==> src/rtl/va_walker_pkg.sv <==
package va_walker_pkg;

  // Bit positions of an entry; decoded by the walker itself.
  localparam int BIT_PRESENT = 0;
  localparam int BIT_WRITE   = 1;
  localparam int BIT_USER    = 2;
  localparam int BIT_WTHRU   = 3;
  localparam int BIT_NOCACHE = 4;
  localparam int BIT_LARGE   = 7;
  localparam int BIT_GLOBAL  = 8;

  typedef enum logic [2:0] {
    stIdle,
    stReadDir,
    stReadTbl,
    stDone,
    stFault
  } walkState_t;

  // Strobes from control to datapath
  typedef struct packed {
    logic latchReq;
    logic latchDir;
    logic latchLeaf;
    logic latchFault;
    logic selTable;
  } walkCtl_t;

  // Status from datapath to control
  typedef struct packed {
    logic present;
    logic largeLeaf;
    logic permOk;
  } walkSts_t;

endpackage

==> src/rtl/va_walker_data.sv <==
module va_walker_data
  import va_walker_pkg::*;
#(
  parameter int IDX_W = 10,
  parameter int OFF_W = 12
) (
  input  logic                clk,
  input  logic                rstN,
  input  walkCtl_t            ctl,
  input  logic [2*IDX_W+OFF_W-1:0] baseAddr,
  input  logic                largeEn,
  input  logic [2*IDX_W+OFF_W-1:0] reqVaddr,
  input  logic                reqWrite,
  input  logic                reqUser,
  input  logic [2*IDX_W+OFF_W-1:0] memRspData,
  output logic [2*IDX_W+OFF_W-1:0] memReqAddr,
  output walkSts_t            sts,
  output logic [2*IDX_W+OFF_W-1:0] donePaddr,
  output logic [2:0]          doneAttr,
  output logic                doneLarge,
  output logic [2:0]          faultCode
);
  localparam int ADDR_W  = 2 * IDX_W + OFF_W;
  localparam int FRAME_W = ADDR_W - OFF_W;
  localparam int LOFF_W  = IDX_W + OFF_W;
  localparam int ENT_LSB = OFF_W - IDX_W;  // log2 of entry size in bytes

  logic [ADDR_W-1:0]  vaQ;
  logic               writeQ;
  logic               userQ;
  logic [FRAME_W-1:0] dirFrameQ;
  logic               dirWriteQ;
  logic               dirUserQ;
  logic [ADDR_W-1:0]  paddrQ;
  logic [2:0]         attrQ;
  logic               largeQ;
  logic [2:0]         codeQ;

  logic [IDX_W-1:0]   dirIdx;
  logic [IDX_W-1:0]   tblIdx;
  logic               effWrite;
  logic               effUser;
  logic [ADDR_W-1:0]  leafPaddr;
  logic               unusedBits;

  assign dirIdx = vaQ[ADDR_W-1 -: IDX_W];
  assign tblIdx = vaQ[OFF_W +: IDX_W];

  always_comb begin
    if (ctl.selTable)
      memReqAddr = {dirFrameQ, tblIdx, {ENT_LSB{1'b0}}};
    else
      memReqAddr = {baseAddr[ADDR_W-1:OFF_W], dirIdx, {ENT_LSB{1'b0}}};
  end

  // Permissions combine both levels on a small page
  always_comb begin
    effWrite = memRspData[BIT_WRITE];
    effUser  = memRspData[BIT_USER];
    if (ctl.selTable) begin
      effWrite = effWrite & dirWriteQ;
      effUser  = effUser & dirUserQ;
    end
  end

  assign sts.present   = memRspData[BIT_PRESENT];
  assign sts.largeLeaf = !ctl.selTable && largeEn && memRspData[BIT_LARGE];
  assign sts.permOk    = !(writeQ && !effWrite) && !(userQ && !effUser);

  always_comb begin
    if (ctl.selTable)
      leafPaddr = {memRspData[ADDR_W-1:OFF_W], vaQ[OFF_W-1:0]};
    else
      leafPaddr = {memRspData[ADDR_W-1 -: IDX_W], vaQ[LOFF_W-1:0]};
  end

  always_ff @(posedge clk or negedge rstN) begin
    if (!rstN) begin
      vaQ       <= '0;
      writeQ    <= 1'b0;
      userQ     <= 1'b0;
      dirFrameQ <= '0;
      dirWriteQ <= 1'b0;
      dirUserQ  <= 1'b0;
      paddrQ    <= '0;
      attrQ     <= '0;
      largeQ    <= 1'b0;
      codeQ     <= '0;
    end else begin
      if (ctl.latchReq) begin
        vaQ    <= reqVaddr;
        writeQ <= reqWrite;
        userQ  <= reqUser;
      end
      if (ctl.latchDir) begin
        dirFrameQ <= memRspData[ADDR_W-1:OFF_W];
        dirWriteQ <= memRspData[BIT_WRITE];
        dirUserQ  <= memRspData[BIT_USER];
      end
      if (ctl.latchLeaf) begin
        paddrQ <= leafPaddr;
        attrQ  <= {memRspData[BIT_GLOBAL], memRspData[BIT_NOCACHE], memRspData[BIT_WTHRU]};
        largeQ <= !ctl.selTable;
      end
      if (ctl.latchFault)
        codeQ <= {userQ, writeQ, memRspData[BIT_PRESENT]};
    end
  end

  assign donePaddr = paddrQ;
  assign doneAttr  = attrQ;
  assign doneLarge = largeQ;
  assign faultCode = codeQ;

  assign unusedBits = ^{baseAddr[OFF_W-1:0], memRspData[OFF_W-1:BIT_GLOBAL+1],
                        memRspData[BIT_LARGE-1:BIT_NOCACHE+1]};

  // A directory-level leaf only on a large page
  assert_large_leaf_R4: assert property (@(posedge clk) disable iff (!rstN)
    ctl.latchLeaf && !ctl.selTable |-> largeEn && memRspData[BIT_LARGE]);

  // A leaf entry is never taken from a non-present entry
  assert_leaf_present_R6: assert property (@(posedge clk) disable iff (!rstN)
    ctl.latchLeaf |-> memRspData[BIT_PRESENT]);

  // A write completes only through a writable leaf
  assert_leaf_writable_R7: assert property (@(posedge clk) disable iff (!rstN)
    ctl.latchLeaf && writeQ |-> memRspData[BIT_WRITE]);

  // A user access completes only through a user leaf
  assert_leaf_user_R8: assert property (@(posedge clk) disable iff (!rstN)
    ctl.latchLeaf && userQ |-> memRspData[BIT_USER]);

endmodule

==> src/rtl/va_walker_ctrl.sv <==
module va_walker_ctrl
  import va_walker_pkg::*;
(
  input  logic     clk,
  input  logic     rstN,
  input  logic     reqValid,
  input  logic     memRspValid,
  input  walkSts_t sts,
  output walkCtl_t ctl,
  output logic     reqReady,
  output logic     memReqValid,
  output logic     doneValid,
  output logic     faultValid
);
  walkState_t stateQ;
  walkState_t stateD;

  always_comb begin
    stateD = stateQ;
    ctl    = '0;
    unique case (stateQ)
      stIdle: begin
        if (reqValid) begin
          ctl.latchReq = 1'b1;
          stateD       = stReadDir;
        end
      end
      stReadDir: begin
        if (memRspValid) begin
          if (!sts.present) begin
            ctl.latchFault = 1'b1;
            stateD         = stFault;
          end else if (sts.largeLeaf) begin
            if (sts.permOk) begin
              ctl.latchLeaf = 1'b1;
              stateD        = stDone;
            end else begin
              ctl.latchFault = 1'b1;
              stateD         = stFault;
            end
          end else begin
            ctl.latchDir = 1'b1;
            stateD       = stReadTbl;
          end
        end
      end
      stReadTbl: begin
        ctl.selTable = 1'b1;
        if (memRspValid) begin
          if (sts.present && sts.permOk) begin
            ctl.latchLeaf = 1'b1;
            stateD        = stDone;
          end else begin
            ctl.latchFault = 1'b1;
            stateD         = stFault;
          end
        end
      end
      stDone:  stateD = stIdle;
      stFault: stateD = stIdle;
      default: stateD = stIdle;
    endcase
  end

  always_ff @(posedge clk or negedge rstN) begin
    if (!rstN) stateQ <= stIdle;
    else       stateQ <= stateD;
  end

  assign reqReady    = (stateQ == stIdle);
  assign memReqValid = (stateQ == stReadDir) || (stateQ == stReadTbl);
  assign doneValid   = (stateQ == stDone);
  assign faultValid  = (stateQ == stFault);

  // One result pulse, then back to idle
  assert_result_pulse_R10: assert property (@(posedge clk) disable iff (!rstN)
    (doneValid || faultValid) |=> !doneValid && !faultValid && reqReady);

  // Accepting a request starts a read and drops ready
  assert_accept_busy_R10: assert property (@(posedge clk) disable iff (!rstN)
    reqValid && reqReady |=> !reqReady && memReqValid);

endmodule

==> src/rtl/va_walker.sv <==
module va_walker
  import va_walker_pkg::*;
#(
  parameter int IDX_W = 10,
  parameter int OFF_W = 12
) (
  input  logic        clk,
  input  logic        rstN,
  input  logic [2*IDX_W+OFF_W-1:0] baseAddr,
  input  logic        largeEn,
  input  logic        reqValid,
  output logic        reqReady,
  input  logic [2*IDX_W+OFF_W-1:0] reqVaddr,
  input  logic        reqWrite,
  input  logic        reqUser,
  output logic        memReqValid,
  output logic [2*IDX_W+OFF_W-1:0] memReqAddr,
  input  logic        memRspValid,
  input  logic [2*IDX_W+OFF_W-1:0] memRspData,
  output logic        doneValid,
  output logic [2*IDX_W+OFF_W-1:0] donePaddr,
  output logic [2:0]  doneAttr,
  output logic        doneLarge,
  output logic        faultValid,
  output logic [2:0]  faultCode
);
  walkCtl_t ctl;
  walkSts_t sts;

  va_walker_ctrl i_ctrl (
    .clk        (clk),
    .rstN       (rstN),
    .reqValid   (reqValid),
    .memRspValid(memRspValid),
    .sts        (sts),
    .ctl        (ctl),
    .reqReady   (reqReady),
    .memReqValid(memReqValid),
    .doneValid  (doneValid),
    .faultValid (faultValid)
  );

  va_walker_data #(.IDX_W(IDX_W), .OFF_W(OFF_W)) i_data (
    .clk       (clk),
    .rstN      (rstN),
    .ctl       (ctl),
    .baseAddr  (baseAddr),
    .largeEn   (largeEn),
    .reqVaddr  (reqVaddr),
    .reqWrite  (reqWrite),
    .reqUser   (reqUser),
    .memRspData(memRspData),
    .memReqAddr(memReqAddr),
    .sts       (sts),
    .donePaddr (donePaddr),
    .doneAttr  (doneAttr),
    .doneLarge (doneLarge),
    .faultCode (faultCode)
  );

  // A pending read holds until answered
  assert_read_hold_R9: assert property (@(posedge clk) disable iff (!rstN)
    memReqValid && !memRspValid |=> memReqValid && $stable(memReqAddr));

endmodule

==> config.mk <==
export PLATFORM = sky130hd
export DESIGN_NAME = va_walker
export DESIGN_NICKNAME = d
export VERILOG_FILES = /design/src/rtl/va_walker_pkg.sv /design/src/rtl/va_walker_data.sv /design/src/rtl/va_walker_ctrl.sv /design/src/rtl/va_walker.sv
export SDC_FILE = /design/constraint.sdc
export NUM_CORES = 1
export LEC_CHECK = 0
export CORE_MARGIN = 4
export CORE_UTILIZATION = 40
export CTS_CLUSTER_SIZE = 10
export DETAILED_ROUTE_END_ITERATION = 7
export PLACE_DENSITY = 0.83
export SLEW_MARGIN = 20
export SYNTH_ARGS = -nofsm -noshare
export SYNTH_HDL_FRONTEND = slang
export SYNTH_SLANG_ARGS = --single-unit
==> constraint.sdc <==
create_clock -name clk -period 6.3 [get_ports clk]
set_input_delay 1.89 -clock clk [delete_from_list [all_inputs] [get_ports clk]]
set_output_delay 1.89 -clock clk [all_outputs]
set_load 0.01 [all_outputs]
**After elaboration in Yosys (flattened, before gate mapping)**

Cells that the tools add are included.

- Bits in registers: 98
- Output and inout bits: 75
- Input port bits: 103
- Word-level logic and storage cells: 61

- Bitwise gates (word level): 2
- Eq/ne operators: 7
- Muxes and demuxes: 27
- Reduce and logical (&&, ||, !) cells: 14

Operators with widths:

| kind | number |
|---|---|
| $mux 32 | 1 |
| $mux 3 | 8 |
| $mux 22 | 1 |
| $mux 1 | 12 |
| $pmux 3 s3 | 1 |
| $eq 3x2->1 const B | 2 |
| $logic_and 1x1->1 | 6 |
| $mux 2 | 3 |
| $ne 2x2->1 const B | 3 |
| $logic_not 1->1 | 5 |
| $pmux 2 s2 | 1 |
| $eq 3x1->1 const B | 1 |
| $eq 3x3->1 const B | 1 |
| $logic_not 3->1 | 1 |
| $reduce_and 3->1 | 1 |
| $and 1x1->1 | 2 |
| $logic_or 1x1->1 | 1 |

**Longest topological paths before layout**

- Depth in word-level cells: 12
- Mapped depth: 7
- Gate-level depth less buffers: 4

**By module**

Synthesis repeated with hierarchy kept, for this count alone.

- Cell total of the unflattened synthesis: 299
- Area total of the unflattened synthesis: 4650.7 um^2

By module, submodules not included:

| module | sequential area each (um^2) | cells each | area each (um^2) | times used |
|---|---|---|---|---|
| va_walker_data | 2377.3 | 265 | 4385.5 | 1 |
| va_walker_ctrl | 75.1 | 34 | 265.3 | 1 |

**Worst setup path after synthesis**

Ideal clock, no wire load.

- Path kind: input to output
- Start point: in baseAddr[12]
- End point: out memReqAddr[12]
- Path slack: 2.248 ns
- Arrival: 2.162 ns
- Buffers on the path: 0
- Stages: 1
- Data required time: 4.410 ns
- Path through: mux2_2

- Cells in the longest elaborated chain, start to end: 1

Ends and longest elaborated chain:

| item | RTL line | text |
|---|---|---|
| from (decl) | va_walker.sv:9 | `input logic [2*IDX_W+OFF_W-1:0] baseAddr,` |
| $mux 32 | va_walker_data.sv:50 | `if (ctl.selTable)` |
| to (decl) | va_walker.sv:17 | `output logic [2*IDX_W+OFF_W-1:0] memReqAddr,` |

Every way passes these cells.

**Worst setup path after layout**

- Start point: in baseAddr[19]
- End point: out memReqAddr[19]

The elaborated chain is that of the path after synthesis.

==> results_dict.tcl <==
set metrics [dict create \
    crit_required_ns 4.41 \
    fmax_mhz 202 \
    wire_per_inst_um 17.3 \
    hold_end "i_data.doneAttr[0]$_DFFE_PN0P_" \
    ys_async_sr_fraction_pct 100 \
    synth_ff_type "dfrtp_1" \
    via_per_inst 4.92 \
    drtPass1Iterations 4 \
    grt_max_degree 56 \
    drive_gt1_share_pct 34.9 \
    fillers 873 \
    cts_buffer_depth 2 \
    via_count 2915 \
    grt_pass1_vias 3228 \
    synth.avg_cell_area_um2 14.8 \
    io-pin-count 178 \
    core-area_um2 10500 \
    clkTransAtPathRegs_ns 0.08 \
    min_from "i_data.doneAttr[0]$_DFFE_PN0P_" \
    worstMarginPinSlew_ns 0.878 \
    antenna_cells 0 \
    die_area_um2 12600 \
    seq_power_share_pct 41.7 \
    cts_root_buffer "clkbuf_8" \
    cts.sinks 98 \
    row_count 37 \
    power_density_nw_per_um2 429 \
    rsz0062_at_grt "no" \
    setup.worst_path.end_class "output port" \
    port_buffers 158 \
    gr-total-overflow 0 \
    internal_power_mw 1.89 \
    yosysTopAreaCell "dfrtp_1" \
    start_util_pct 41.7 \
    stdcell_area_um2 6260 \
    drt_iter0_drc 99 \
    tns_ns 0 \
    finalNonFillerCells 592 \
    period_share_pct 78.6 \
    ctsResizeCount 0 \
    drc_errors 0 \
    pwr-share-comb_pct 42.2 \
    die_h_um 112 \
    dp_hpwl_um 7580 \
    yosysTopAreaCellShare_pct 56.2 \
    synthCells 294 \
    reg2reg_depth 5 \
    status "finished clean" \
    worstHoldPathCells 1 \
    worstReg2RegEnd "i_data.dirFrameQ[17]$_DFFE_PN0P_" \
    switching_share_pct 29.6 \
    final_cell_mix "clkdlybuf4s50_1, mux2_2, dfrtp_1" \
    synth_edf_count 0 \
    layout_commonest_cell "clkdlybuf4s50_1" \
    power_frac_clock_pct 16.1 \
    synth_area_um2 4360 \
    synth-seq-cells 98 \
    hold_buffers 0 \
    die_x_um 112 \
    p_leak_nw 2.60 \
    area_growth_pct 43.5 \
    min_period_ns 4.95 \
    final_util_pct 59.9 \
    setup_viol 0 \
    cts_setup_buffers 0 \
    hold_class "flip-flop to flip-flop" \
    critical_path_class "input port to output port" \
    drt_wl_total_um 10200 \
    antenna_found_initial 0 \
    finClkSkew_ns 0.0122 \
    ys_warn_count 0 \
    critPathLaunchType "input port" \
    grt_usage_pct 16.7 \
    dp_cells 576 \
    numCtsBuffers 9 \
    switchingPower_mw 0.796 \
    finalHoldViolations 0 \
    globalplace.congestion 0.820 \
    synth_cell_types 34 \
    grt_pass1_wl_um 16700 \
    placed_cell_area_um2 6050 \
    slew_headroom_pct 41.4 \
    drv_cap 0 \
    ant_nets 0 \
    synth_area_leaders "dfrtp_1, mux2_2, buf_2" \
    ys_seq_area_share_pct 56.2 \
    clk_latency_ns 0.36 \
    reg2reg_slack_ns 3.67 \
    r2r-start "i_ctrl.stateQ[0]$_DFFE_PN0P_" \
    cts_max_level 3 \
    crit_fanout 1 \
    peakVddDrop_mv 0.198 \
    cts_tree "built" \
    arrival_ns 3.06 \
    nets 554 \
    finalMaxSlewViolations 0 \
]
==> synth_stat cells, drive strengths merged (2+ instances only) <==
cell / n
nand3: 2
o21ai: 3
inv: 7
mux2: 131
nand2: 6
nand2b: 2
dfrtp: 98
buf: 18
nor2: 3
a21bo: 2
nor3b: 3
==> state kept, by name, summed over array words and instances (netlist names) <==
name              cells
i_data.donePaddr     32
i_data.vaQ           32
i_data.dirFrameQ     20
i_ctrl.stateQ         3
i_data.doneAttr       3
i_data.faultCode      3
i_data.dirUserQ       1
i_data.dirWriteQ      1
i_data.doneLarge      1
i_data.userQ          1
i_data.writeQ         1
==> worst max path at each step <==
stage                             from             end  slack, ns  cells after the start
after floorplan           baseAddr[12]  memReqAddr[12]       2.25                      1
after global placement    baseAddr[26]  memReqAddr[26]       1.37                      3
after detailed placement  baseAddr[19]  memReqAddr[19]       1.35                      3
after CTS                 baseAddr[19]  memReqAddr[19]       1.32                      3
after global routing      baseAddr[19]  memReqAddr[19]       1.32                      3
final                     baseAddr[19]  memReqAddr[19]       1.35                      3
==> kinds of logic after synthesis <==
family	synth area share, %
mux	34.0
flops	56.2
buf+inv	3.33
simple gates	3.21
compound gates	2.95
xor+xnor	0.201
other cells	0.0859
==> critical path, stage by stage <==
cell             delay [ns]
clkdlybuf4s50_1        0.42
mux2_2                 0.28
clkdlybuf4s50_1        0.48
==> metal layers <==
metal	up-vias	wire length, um	GRT usage, %
met1	1446	4250	20.3
met2	105	5080	28.2
met4	0	142	4.97
li1	1353	-	-
met3	11	757	5.39
met5	-	0	0
==> power by group through the flow <==
stage	sequential (mW)	clock [mW]	combinational (mW)
floorplan	1.13	0	0.583
global placement	1.11	0	1.12
detailed placement	1.13	0	1.15
CTS	1.12	0.451	1.15
global route	1.16	0.485	1.22
finish	1.12	0.433	1.13
==> per-stage QoR <==
stage | worst slack (ns) | power (mW) | hold WS (ns)
4_1_cts | 1.32 | 2.73 | 0.504
6_report | 1.35 | 2.68 | 0.498
3_3_place_gp | 1.37 | 2.23 | 0.467
3_5_place_dp | 1.35 | 2.28 | 0.483
5_1_grt | 1.32 | 2.87 | 0.523
2_1_floorplan | 2.25 | 1.71 | 0.474
==> cell type report <==
class	instances	area (um^2)	share of cell area, %
Clock buffer	9	124	1.98
Multi-Input combinational cell	172	1780	28.4
Inverter	7	26.3	0.419
Timing Repair Buffer	163	1620	25.8
Tap cell	136	170	2.72
Sequential cell	98	2450	39.2
Clock inverter	7	92.6	1.48
No activity file was read; power rests on OpenSTA's default activity.
